--- config.mk ---
export PLATFORM = sky130hd
export DESIGN_NAME = sync_serial_port
export DESIGN_NICKNAME = d
export VERILOG_FILES = /design/src/rtl/ssp_pkg.sv /design/src/rtl/ssp_bitclk.sv /design/src/rtl/ssp_tx.sv /design/src/rtl/ssp_rx.sv /design/src/rtl/sync_serial_port.sv
export SDC_FILE = /design/constraint.sdc
export NUM_CORES = 1
export LEC_CHECK = 0
export BUFFER_PORTS_ARGS = -buffer_cell sky130_fd_sc_hd__buf_2
export CAP_MARGIN = 20
export CELL_PAD_IN_SITES_DETAIL_PLACEMENT = 1
export CELL_PAD_IN_SITES_GLOBAL_PLACEMENT = 2
export CORE_MARGIN = 3
export CORE_UTILIZATION = 36
export CTS_CLUSTER_SIZE = 16
export DETAILED_ROUTE_END_ITERATION = 8
export PLACE_DENSITY_LB_ADDON = 0.1
export SLEW_MARGIN = 10
export SYNTH_ARGS = -nofsm -noshare
export SYNTH_HDL_FRONTEND = slang
export SYNTH_SLANG_ARGS = --single-unit
--- constraint.sdc ---
create_clock -name clk -period 3.55 [get_ports clk]
set_input_delay 0.5325 -clock clk [delete_from_list [all_inputs] [get_ports clk]]
set_output_delay 0.5325 -clock clk [all_outputs]
set_load 0.02 [all_outputs]
--- src/rtl/ssp_pkg.sv ---
// Shared constants and types for the synchronous serial port.
// Assumes 8-bit frames; the status bit positions are software visible.
package ssp_pkg;
    localparam int unsigned FRAME_BITS = 8;
    localparam int unsigned IDX_W      = $clog2(FRAME_BITS);

    typedef logic [FRAME_BITS-1:0] word_t;

    typedef enum logic [1:0] {
        REG_CTRL = 2'd0,
        REG_STAT = 2'd1,
        REG_TXD  = 2'd2,
        REG_RXD  = 2'd3
    } reg_sel_e;

    localparam int unsigned ST_TXE = 0;
    localparam int unsigned ST_RXF = 1;
    localparam int unsigned ST_OVR = 2;
    localparam int unsigned ST_W   = 3;
endpackage

--- src/rtl/ssp_bitclk.sv ---
// Serial clock sequencer: produces an idle-high clock for one frame
// at a time, with one-cycle strobes at each falling and rising edge.
// Assumes the start request is held by the caller until accepted, and
// that it is only looked at while idle or at the end of a frame.
module ssp_bitclk
    import ssp_pkg::*;
#(
    parameter int unsigned HALF_DIV = 2
) (
    input  logic clk,
    input  logic rst_n,
    input  logic start,
    output logic go,
    output logic sck,
    output logic fall_stb,
    output logic rise_stb,
    output logic last_rise,
    output logic frame_end
);
    localparam int unsigned CNT_W = (HALF_DIV > 1) ? $clog2(HALF_DIV) : 1;
    localparam logic [CNT_W-1:0] HC_LAST = CNT_W'(HALF_DIV - 1);
    localparam logic [IDX_W-1:0] BIT_LAST = IDX_W'(FRAME_BITS - 1);

    logic             busy_q;
    logic             sck_q;
    logic [CNT_W-1:0] hc_q;
    logic [IDX_W-1:0] bit_q;
    logic             hc_end;
    logic             at_last;

    // Edge and boundary strobes derived from the phase counters.
    always_comb begin
        hc_end    = busy_q && (hc_q == HC_LAST);
        at_last   = (bit_q == BIT_LAST);
        frame_end = hc_end && sck_q && at_last;
        go        = start && (!busy_q || frame_end);
        fall_stb  = go || (hc_end && sck_q && !at_last);
        rise_stb  = hc_end && !sck_q;
        last_rise = rise_stb && at_last;
    end

    // Phase counter, bit counter and serial clock register.
    always_ff @(posedge clk) begin
        if (!rst_n) begin
            busy_q <= 1'b0;
            sck_q  <= 1'b1;
            hc_q   <= '0;
            bit_q  <= '0;
        end else if (!busy_q) begin
            if (start) begin
                busy_q <= 1'b1;
                sck_q  <= 1'b0;
                hc_q   <= '0;
                bit_q  <= '0;
            end
        end else if (!hc_end) begin
            hc_q <= hc_q + 1'b1;
        end else begin
            hc_q <= '0;
            if (!sck_q) begin
                sck_q <= 1'b1;
            end else if (at_last) begin
                if (start) begin
                    sck_q <= 1'b0;
                    bit_q <= '0;
                end else begin
                    busy_q <= 1'b0;
                end
            end else begin
                sck_q <= 1'b0;
                bit_q <= bit_q + 1'b1;
            end
        end
    end

    assign sck = sck_q;
endmodule

--- src/rtl/ssp_tx.sv ---
// Transmit shifter: presents a loaded byte LSB first, one bit per
// shift strobe, and returns the line high when the channel goes idle.
// Assumes load and shift are never asserted together.
module ssp_tx
    import ssp_pkg::*;
(
    input  logic  clk,
    input  logic  rst_n,
    input  logic  load,
    input  word_t load_word,
    input  logic  shift,
    input  logic  idle,
    output logic  txd
);
    word_t sreg_q;
    logic  txd_q;

    // Load, shift or park the output line.
    always_ff @(posedge clk) begin
        if (!rst_n) begin
            sreg_q <= '1;
            txd_q  <= 1'b1;
        end else if (load) begin
            txd_q  <= load_word[0];
            sreg_q <= {1'b1, load_word[FRAME_BITS-1:1]};
        end else if (shift) begin
            txd_q  <= sreg_q[0];
            sreg_q <= {1'b1, sreg_q[FRAME_BITS-1:1]};
        end else if (idle) begin
            txd_q  <= 1'b1;
        end
    end

    assign txd = txd_q;
endmodule

--- src/rtl/ssp_rx.sv ---
// Receive shifter: samples the line on each strobe, LSB first. The
// output shows the completed byte including the bit being sampled, so
// the caller can capture it on the final sampling strobe.
module ssp_rx
    import ssp_pkg::*;
(
    input  logic  clk,
    input  logic  rst_n,
    input  logic  sample,
    input  logic  rxd,
    output word_t next_word
);
    word_t sreg_q;

    // Shift the sampled bit in from the top.
    always_ff @(posedge clk) begin
        if (!rst_n) begin
            sreg_q <= '0;
        end else if (sample) begin
            sreg_q <= {rxd, sreg_q[FRAME_BITS-1:1]};
        end
    end

    assign next_word = {rxd, sreg_q[FRAME_BITS-1:1]};
endmodule

--- src/rtl/sync_serial_port.sv ---
// Synchronous full-duplex serial port with host registers, status
// flags, interrupt pulses and DMA strobes. Assumes host and DMA do not
// address the same data register in the same cycle.
module sync_serial_port
    import ssp_pkg::*;
#(
    parameter int unsigned HALF_DIV = 2
) (
    input  logic       clk,
    input  logic       rst_n,
    input  logic [1:0] bus_addr,
    input  logic       bus_wr,
    input  logic       bus_rd,
    input  logic [7:0] bus_wdata,
    output logic [7:0] bus_rdata,
    input  logic       dma_tx_wr,
    input  logic [7:0] dma_wdata,
    input  logic       dma_rx_rd,
    output logic [7:0] dma_rdata,
    output logic       tx_irq,
    output logic       rx_irq,
    output logic       sck,
    output logic       txd,
    input  logic       rxd
);
    logic            tx_en_q, rx_en_q, rx_act_q;
    word_t           tdr_q, rdr_q;
    logic            txe_q, rxf_q, ovr_q, txe_d_q, rxf_d_q;
    logic [ST_W-1:0] armed_q, flags, sw_clr;
    logic            wr_ctrl, wr_stat, wr_tdr, rd_stat;
    logic            want, go, fall_stb, rise_stb, last_rise, frame_end;
    logic            capture;
    word_t           rx_word, load_word;

    // Host access decode and two-step flag clear.
    always_comb begin
        wr_ctrl = bus_wr && (reg_sel_e'(bus_addr) == REG_CTRL);
        wr_stat = bus_wr && (reg_sel_e'(bus_addr) == REG_STAT);
        wr_tdr  = bus_wr && (reg_sel_e'(bus_addr) == REG_TXD);
        rd_stat = bus_rd && (reg_sel_e'(bus_addr) == REG_STAT);
        flags   = {ovr_q, rxf_q, txe_q};
        sw_clr  = {ST_W{wr_stat}} & armed_q & ~bus_wdata[ST_W-1:0];
    end

    // Frame request: no overrun, some enable, and data if transmitting.
    always_comb begin
        want      = !ovr_q && (tx_en_q || rx_en_q) && (!tx_en_q || !txe_q);
        load_word = tx_en_q ? tdr_q : '1;
        capture   = rx_act_q && last_rise;
    end

    ssp_bitclk #(.HALF_DIV(HALF_DIV)) u_clk (
        .clk(clk), .rst_n(rst_n), .start(want), .go(go), .sck(sck),
        .fall_stb(fall_stb), .rise_stb(rise_stb), .last_rise(last_rise),
        .frame_end(frame_end)
    );

    ssp_tx u_tx (
        .clk(clk), .rst_n(rst_n), .load(go), .load_word(load_word),
        .shift(fall_stb && !go), .idle(frame_end && !go), .txd(txd)
    );

    ssp_rx u_rx (
        .clk(clk), .rst_n(rst_n), .sample(rise_stb), .rxd(rxd),
        .next_word(rx_word)
    );

    // Control and data registers.
    always_ff @(posedge clk) begin
        if (!rst_n) begin
            tx_en_q  <= 1'b0;
            rx_en_q  <= 1'b0;
            rx_act_q <= 1'b0;
            tdr_q    <= '0;
            rdr_q    <= '0;
        end else begin
            if (wr_ctrl) begin
                tx_en_q <= bus_wdata[0];
                rx_en_q <= bus_wdata[1];
            end
            if (dma_tx_wr)   tdr_q <= dma_wdata;
            else if (wr_tdr) tdr_q <= bus_wdata;
            if (go)          rx_act_q <= rx_en_q;
            if (capture && !rxf_q) rdr_q <= rx_word;
        end
    end

    // Status flags, their read arming, and edge history for interrupts.
    always_ff @(posedge clk) begin
        if (!rst_n) begin
            txe_q   <= 1'b1;
            rxf_q   <= 1'b0;
            ovr_q   <= 1'b0;
            armed_q <= '0;
            txe_d_q <= 1'b1;
            rxf_d_q <= 1'b0;
        end else begin
            if (dma_tx_wr || sw_clr[ST_TXE]) txe_q <= 1'b0;
            else if (go && tx_en_q)          txe_q <= 1'b1;
            if (capture && !rxf_q)               rxf_q <= 1'b1;
            else if (dma_rx_rd || sw_clr[ST_RXF]) rxf_q <= 1'b0;
            if (capture && rxf_q)    ovr_q <= 1'b1;
            else if (sw_clr[ST_OVR]) ovr_q <= 1'b0;
            armed_q <= flags & ~sw_clr & (armed_q | {ST_W{rd_stat}});
            txe_d_q <= txe_q;
            rxf_d_q <= rxf_q;
        end
    end

    // Host read multiplexer.
    always_comb begin
        case (reg_sel_e'(bus_addr))
            REG_CTRL: bus_rdata = {6'b0, rx_en_q, tx_en_q};
            REG_STAT: bus_rdata = {5'b0, flags};
            REG_TXD:  bus_rdata = tdr_q;
            default:  bus_rdata = rdr_q;
        endcase
    end

    assign tx_irq    = txe_q && !txe_d_q;
    assign rx_irq    = rxf_q && !rxf_d_q;
    assign dma_rdata = rdr_q;
endmodule

==> qor.yml <==
run_status:
  status: "completed"
global_routing:
  grt_max_degree: 33
  antenna_found_initial: 0
  grt_pass1_vias: 1827
  grt_overflow: 0
  grt.total_usage: 0.1633
  grt_pass1_wl_um: 9377
sta:
  slew_headroom: 0.5931
  timing.final.hold_violations: 0
  fin_skew_ps: 3.985
  rsz0062_at_grt: "no"
  achievable-frequency_mhz: 460.1
  holdWs_ps: 478.8
  setup_viol: 0
  setup-tns-final_ps: 0
  fin_crit_ps: 2174
  maxSlewViolCount: 0
  worst_pin_slew_ps: 608.5
  period_share: 0.6123
routing:
  first_iter_violations: 53
  drt-total-wl_um: 5496
  vias: 1741
  wl_per_cell_um: 16.41
  firstDrtPassIters: 4
  remaining_drc_errors: 0
  drtAntennaViolNets: 0
  viasPerCell: 5.197
synthesis:
  synth_most_common_cell: "dfxtp_1"
  synth_common_cells: "dfxtp_1 (48), nor2_1 (36), mux2i_1 (31), a211oi_1 (9), o211ai_1 (9)"
  synth_warnings: 0
  syn_nets: 254
  synth_flop_cell: "dfxtp_1"
  synth-edff-count: 0
  syn_inst: 227
  ys_types: 44
  synth_area_per_cell_um2: 9.795
  synth_top_area_frac: 0.4322
  synth_top_cell_by_area: "dfxtp_1"
  ys_ff_latch: 48
  syn_area_mm2: 0.002223
  seq_area_frac_synth: 0.4322
  synth_area_leaders: "dfxtp_1 (43%), mux2i_1 (14%), nor2_1 (6.1%), a211oi_1 (3.0%), o211ai_1 (3.0%)"
  ys_async_sr_fraction: 0
power_and_ir_drop:
  irDropWorstVdd_v: 0.0001711
  power_report.internal_total_mw: 0.7870
  leakagePower_nw: 1.101
  power_density_mw_per_mm2: 409.5
  power.share.sequential: 0.551
  p_sw_mw: 0.2623
  p_sw_frac: 0.2500
  p_comb_frac: 0.117
  p_clk_frac: 0.333
worst_setup_path:
  criticalPathCategory: "reg -> reg"
  cp.required_ps: 3740
  crit_chain: "nand3b_1, nor3_4, mux2i_1, nor2_1"
  slowest_stage: "nor3_4"
  slowest_delay_ps: 670
  endpoint_kind: "flop"
  cp_max_fo: 12
  start_kind: "flop"
  worst_ep_arrival_time_ps: 2370
place:
  gp_congestion: 0.7203
  place_hpwl_um: 4091
  io_buffers: 44
floorplanning:
  dieArea_mm2: 0.007155
  die_x_um: 84.59
  die_h_um: 84.59
  core-area_mm2: 0.005743
  io_pins: 45
  start_util: 0.3871
  rows: 27
cells_and_area:
  multi_input_area_mm2: 0.001152
  area_delta_synth_final_pct: 15.25
  ff_latch_area_um2: 960.9
  fillCellCount: 684
  drive_gt1_frac: 0.2395
  diodes: 0
  nets: 290
clocking:
  tritoncts: "done"
  clockRootBuffer: "clkbuf_8"
  clk_pin_slew_ps: 80
  cts-hold-fix-buffers: 0
  post_cts_resized: 0
  clk_path_buf_depth: 2
  cts_buffers: 5
  clk_latency_ps: 300
  htreeDepth: 2
  cts_setup_buffers: 0
  cts.sinks: 48
hold_path:
  hold_class: "reg -> reg"
job:
  max_cap_violations: 0
==> sequential cells by signal (all words and copies together) (netlist names), 3 cells and up <==
register	count
u_tx.sreg_q	7
dma_rdata	8
tdr_q	8
u_clk.bit_q	3
u_rx.sreg_q	7
armed_q	3
==> power groups by stage <==
stage,Sequential [mW],Clock (mW),Combinational [mW]
floorplan,0.584,0,0.0870
global placement,0.590,0,0.118
detailed placement,0.591,0,0.120
CTS,0.578,0.367,0.120
global route,0.582,0.386,0.138
finish,0.578,0.349,0.123
==> cell families (layout without fill, tap and decap cells) <==
group	count (synthesis)	count (layout)	share of synthesized area
buffers and inverters	20	56	0.04952
flip-flops	48	48	0.4322
AO/OA/AOI/OAI	50	50	0.1649
XOR/XNOR	1	1	0.003940
AND/OR/NAND/NOR	72	72	0.1733
multiplexers	34	34	0.1649
adder cells (fa/ha/maj)	2	2	0.01125
==> critical path: cells and delay by family (launching register included) <==
kind | cells | cell delay [ps]
multiplexers | 1 | 260
flip-flops | 1 | 580
AND/OR/NAND/NOR | 3 | 1240
==> cells in the final DEF, fill, tap and decap left out, types with 2 or more instances in the layout <==
cell type,synthesis,layout
a211oi_1,9,9
mux4_2,2,2
buf_2,4,44
nand2b_4,2,2
o22ai_1,6,6
a21oi_1,5,5
clkbuf_8,0,7
mux2i_1,31,31
nor2b_1,8,8
o211ai_1,9,9
nand2_1,7,7
dfxtp_1,48,48
ha_1,2,2
o21ai_0,8,8
nor3b_1,4,4
nand3_1,2,2
nor2_1,36,36
inv_1,4,4
nand2b_1,2,2
a22o_1,2,2
nand3b_1,3,3
==> area by class of cell <==
class                      instances  share of cell area
tap                               72             0.03516
timing repair buffer              45             0.09668
multi-input combinational        159              0.4497
sequential                        48              0.3750
clock buffer                       7             0.03760
inverter                           4            0.005859
==> layer usage <==
layer	up-vias	GRT usage	share of wire
met5	-	0	0
met4	0	0.04748	0.0093
met3	5	0.04318	0.048
met2	44	0.2548	0.45
met1	812	0.2215	0.49
li1	880	-	-
==> per-stage QoR <==
stage	utilization	worst slack, ps	power (mW)	instance area [µm²]	std cells
after global placement	0.4246	1357	0.7077	2439	327
after floorplan	-	1663	0.6710	2223	227
after CTS	0.4414	1274	1.065	2535	334
after global routing	0.4462	1133	1.106	2562	335
final	0.4462	1376	1.049	2562	335
after detailed placement	0.4246	1309	0.7103	2439	327
==> final timing paths <==
path                            slack, ps      endpoint          from  cells past startpoint
worst min-delay path                  480    armed_q[2]    armed_q[2]                      2
worst max-delay path                 1380  dma_rdata[0]  u_clk.busy_q                      4
worst min register to register        480    armed_q[2]    armed_q[2]                      2
worst max register to register       1380  dma_rdata[0]  u_clk.busy_q                      4
Note: power is estimated with default switching activity, not from simulation.
